--- src/rtl/tmr_clk_sel.sv ---
`timescale 1ns/1ps
module tmr_clk_sel #(
  parameter int PRE_W = 10,
  parameter int TAP_A = 3,
  parameter int TAP_B = 6,
  parameter int TAP_C = 8,
  parameter int TAP_D = 10
) (
  input  logic       clk,
  input  logic       rst_n,
  input  logic [2:0] sel,
  input  logic       ext_pin,
  output logic       tick
);
  localparam logic [PRE_W-1:0] MASK_A = {PRE_W{1'b1}} >> (PRE_W - TAP_A);
  localparam logic [PRE_W-1:0] MASK_B = {PRE_W{1'b1}} >> (PRE_W - TAP_B);
  localparam logic [PRE_W-1:0] MASK_C = {PRE_W{1'b1}} >> (PRE_W - TAP_C);
  localparam logic [PRE_W-1:0] MASK_D = {PRE_W{1'b1}} >> (PRE_W - TAP_D);

  logic [PRE_W-1:0] pre;
  logic [2:0]       pin_q;
  logic             rise, fall, en;

  always_ff @(posedge clk or negedge rst_n)
    if (!rst_n) pre <= '0;
    else        pre <= pre + 1'b1;

  always_ff @(posedge clk or negedge rst_n)
    if (!rst_n) pin_q <= '0;
    else        pin_q <= {pin_q[1:0], ext_pin};

  assign rise =  pin_q[1] & ~pin_q[2];
  assign fall = ~pin_q[1] &  pin_q[2];

  always_comb begin
    case (sel)
      3'd1:    en = 1'b1;
      3'd2:    en = (pre & MASK_A) == MASK_A;
      3'd3:    en = (pre & MASK_B) == MASK_B;
      3'd4:    en = (pre & MASK_C) == MASK_C;
      3'd5:    en = (pre & MASK_D) == MASK_D;
      3'd6:    en = fall;
      3'd7:    en = rise;
      default: en = 1'b0;
    endcase
  end

  always_ff @(posedge clk or negedge rst_n)
    if (!rst_n) tick <= 1'b0;
    else        tick <= en;
endmodule


--- config.mk ---
export PLATFORM = sky130hd
export DESIGN_NAME = tmr_clk_sel
export DESIGN_NICKNAME = d
export VERILOG_FILES = /design/src/rtl/tmr_clk_sel.sv
export SDC_FILE = /design/constraint.sdc
export NUM_CORES = 1
export LEC_CHECK = 0
export BUFFER_PORTS_ARGS = -buffer_cell sky130_fd_sc_hd__buf_2
export CAP_MARGIN = 5
export CORE_MARGIN = 8
export CORE_UTILIZATION = 35
export DETAILED_ROUTE_END_ITERATION = 6
export GPL_TIMING_DRIVEN = 0
export PLACE_DENSITY = 0.62
export SLEW_MARGIN = 15
export SYNTH_ARGS = -nofsm -noshare
export SYNTH_HDL_FRONTEND = slang
export SYNTH_SLANG_ARGS = --single-unit
--- constraint.sdc ---
create_clock -name clk -period 1.6 [get_ports clk]
set_input_delay 0.48 -clock clk [delete_from_list [all_inputs] [get_ports clk]]
set_output_delay 0.48 -clock clk [all_outputs]
set_load 0.01 [all_outputs]
---- Word level (Yosys, flattened, before mapping) ----
Index checks and enable logic that the tools add are counted.
storage, ports and cells
  input bits .............................. 6
  logic and storage cells ................. 20
  output and inout bits ................... 1
  bits in registers ....................... 14
cells by class
  bitwise logic cells ..................... 4
  add/sub/neg operators ................... 1
  equal/unequal tests ..................... 11
  multiplexer cells ....................... 1
operator list
  cell                     count
  $eq A3 B3 Y1 const B     5
  $add A10 B1 Y10 const B  1
  $eq A10 B10 Y1 const B   1
  $eq A8 B8 Y1 const B     1
  $pmux W1 S7              1
  $eq A3 B2 Y1 const B     2
  $eq A6 B6 Y1 const B     1
  $eq A3 B1 Y1 const B     1
  $and A1 B1 Y1            2
  $not A1 Y1               2

---- Depth between registers and ports, before layout ----
  depth after elaboration ................. 3
  mapped depth ............................ 5
  depth with buffers taken out ............ 5

---- Least setup slack after synthesis ----
OpenSTA, ideal clock, no wires.
  kind .................................... reg2reg
  start ................................... register pre[0]
  end ..................................... register tick
  data required time ...................... 1.474 ns
  path slack .............................. 0.299 ns
  stages on the path, launching flop included .. 6
  library setup time ...................... 0.126 ns
  clock period less this slack ............ 1.301 ns
  data arrival time ....................... 1.175 ns
  buffers on the path ..................... 0
  cells stage by stage .................... dfrtp_1 ha_1 ha_1 nand2b_1 a21oi_1 a221o_1
between the ends
  word-level cells in the longest chain between the ends .. 2
  elaborated cells between the ends (all ways) .. 5
  those cells by class .................... eq/ne (4); mux (1)
ends and longest elaborated chain
  item                                          line  source
  from (decl)                                   20    logic [PRE_W-1:0] pre;
  from (signal assigned)                        26    else pre <= pre + 1'b1;
  $eq A10 B10 Y1, or another cell as far along  41    3'd5: en = (pre & MASK_D) == MASK_D;
  $pmux W1 S7 (*)                               36    case (sel)
  via en                                        22    logic rise, fall, en;
  to (signal assigned)                          50    else tick <= en;
  to (decl)                                     13    output logic tick
Mark *: on every way through the listed nets, which the timed path passes. The rest lies on a longest branch.

---- Worst setup path in the final report ----
Same ends and word-level chain as after synthesis.

==> impl_metrics.toml <==
[floorplan]
coreArea_um2 = 1541
num_rows = 14
die_x_um = 56.82
dieArea_um2 = 3228
initial_core_util_pct = 37.82
die_h_um = 56.82
pin_count = 7

[final_layout]
n_antenna_cell = 0
nets = 64
syn_to_final_growth_pct = 14.81
fin_util_pct = 43.43
drive_gt1_share_pct = 23.64

[timing]
min_period_ps = 1400
skew_ps = 2.155
fin_tns_setup_ps = 0
finalWorstSetupSlack_ps = 200.4
post-route-period-util_pct = 87.48
slew_headroom_pct = 79.61
hold_viol = 0
final-max-slew-violation-count = 0
rsz0062_at_grt = "no"
tightest_slew_ps = 305.8
setup_violations = 0
max_freq_mhz = 714.5

[drt]
viasPerCell = 5.169
ant_nets = 0
drt_iter0_drc = 1
route.detailed.drc = 0
dr.pass1.iters = 2
wl_per_cell_um = 13.04
routed_wl_um = 926
vias = 367

[run_status]
status = "finished clean"

[setup_path]
critical_path_required_ps = 1760
worstSetupEndpointType = "register"
cp-start-kind = "register"
crit_arrival_ps = 1560
critical_path_class = "register to register"
worstPathMaxFanout = 6

[grt]
grt-busiest-layer = "met2"
grt_first_pass_wirelength_um = 1656
grt_max_degree = 15
track_usage_pct = 6.721
grtUsageMet1_pct = 7.059
use_met2_pct = 9.248
first_global_vias = 382
antenna_found_initial = 0
grt_overflow = 0
grt_use_met3_pct = 2.472

[cts]
cts_inserted_buffers = 3
cts_resized = 0
cts.reportedPaths.clkPinSlew_ps = 80
max-clock-path-buffers = 2
cts_setup_buffers = 0
ctsHoldBuffers = 0
root_buffer = "clkbuf_4"
clock_sinks = 14
clkLatencyLatePin_ps = 270
h-tree-depth = 1
cts_tree = "done"

[synthesis]
ys.flop_type = "dfrtp_1"
syn_nets = 53
syn_avg_cell_area_um2 = 12.96
seq_area_frac_synth_pct = 60.09
synth-seq-cells = 14
synth_common_cells = "14 x dfrtp_1, 6 x xnor2_1, 3 x nand3_1, 3 x nand4_1"
synthCells = 45
yosysTopAreaCellShare_pct = 60.09
synth_most_common_cell = "dfrtp_1"
synthTopCellsByArea = "dfrtp_1 60%, xnor2_1 9.0%, ha_1 4.3%"
netlist_area_um2 = 583.1
yosysTopAreaCell = "dfrtp_1"
synth_cell_types = 19
synth-edff-count = 0
yosys_warnings = 0
async_flop_share_pct = 100.0

[pwr]
power_density_nw_per_um2 = 951.9
p_leak_uw = 0.0003147
vdd_ir_drop_max_mv = 0.4201

[worst_hold_path]
hold_path.class = "input port to async pin"

[place]
io_buffers = 6
dp_slack_ps = 213.4
gp_congestion = 0.6861

[run]
cap_violations = 0
==> worst paths after layout <==
check | start | to | slack (ps) | depth (start not counted)
setup / recovery | pre[0]$_DFF_PN0_ | tick$_DFF_PN0_ | 200 | 5
hold / removal | rst_n | pre[5]$_DFF_PN0_ | 80 | 1
setup reg to reg | pre[0]$_DFF_PN0_ | tick$_DFF_PN0_ | 200 | 5
hold reg to reg | pin_q[0]$_DFF_PN0_ | pin_q[1]$_DFF_PN0_ | 350 | 0
max in group asynchronous | rst_n | pin_q[2]$_DFF_PN0_ | 1290 | 1
min in group clk | ext_pin | pin_q[0]$_DFF_PN0_ | 310 | 1
==> cells in the final DEF (no fill, tap or decap), types with 2 or more instances in the layout <==
master	n
nand2b_1	2
nand4b_1	2
nand3_1	3
nand4_1	3
buf_2	6
xnor2_1	6
dfrtp_1	14
ha_1	2
clkbuf_4	3
inv_1	2
==> report_power, final <==
| group | switching [µW] | leakage [µW] | total [µW] | internal (µW) |
|---|---|---|---|---|
| combinational | 14.4 | 0.000120 | 25.6 | 11.1 |
| clock | 113 | 0.0000210 | 251 | 138 |
| sequential | 1.72 | 0.000173 | 360 | 359 |
==> cell type report <==
class	instances	area [µm²]
tap	16	20.02
sequential	14	350.3
fill	153	872.1
clock buffer	4	36.28
timing repair buffer	6	30.03
inverter	2	7.507
multi-input combinational	29	225.2
==> logic make-up (layout without fill, tap and decap cells) <==
group	Yosys count	after routing	share of synthesized area, %
AOI/OAI and AO/OA	5	5	5.794
xor gates and xnor gates	7	7	10.52
adders and majority gates	2	2	4.291
buffers and inverters	2	12	1.288
DFF	14	14	60.09
and+or+nand+nor	15	15	18.03
==> sequential cells by signal, indices dropped and copies added (netlist names) <==
register / cells
tick: 1
pin_q: 3
pre: 10
==> per-layer routing <==
| layer | vias up | share of wire, % |
|---|---|---|
| li1 | 184 | - |
| met1 | 177 | 46 |
| met2 | 4 | 47 |
| met3 | 2 | 3.6 |
| met4 | 0 | 2.9 |
| met5 | - | 0 |
==> through the flow <==
| step | total power (µW) | instance area (µm²) | hold WS [ps] | cells |
|---|---|---|---|---|
| 2_1_floorplan | 376.3 | 583.1 | 184.4 | 45 |
| 3_3_place_gp | 393.7 | 633.1 | 336.5 | 67 |
| 3_5_place_dp | 394.1 | 633.1 | 338.1 | 67 |
| 4_1_cts | 650.2 | 669.4 | 81.09 | 71 |
| 5_1_grt | 674.2 | 669.4 | 82.16 | 71 |
| 6_report | 637.2 | 669.4 | 78.09 | 71 |
==> worst max-delay path, stage by stage (launching register included) <==
cell	delay (ps)
dfrtp_1	450
ha_1	280
ha_1	190
nand2b_1	60
a21oi_1	50
a221o_1	250
Note: power is estimated with default switching activity, not from simulation.
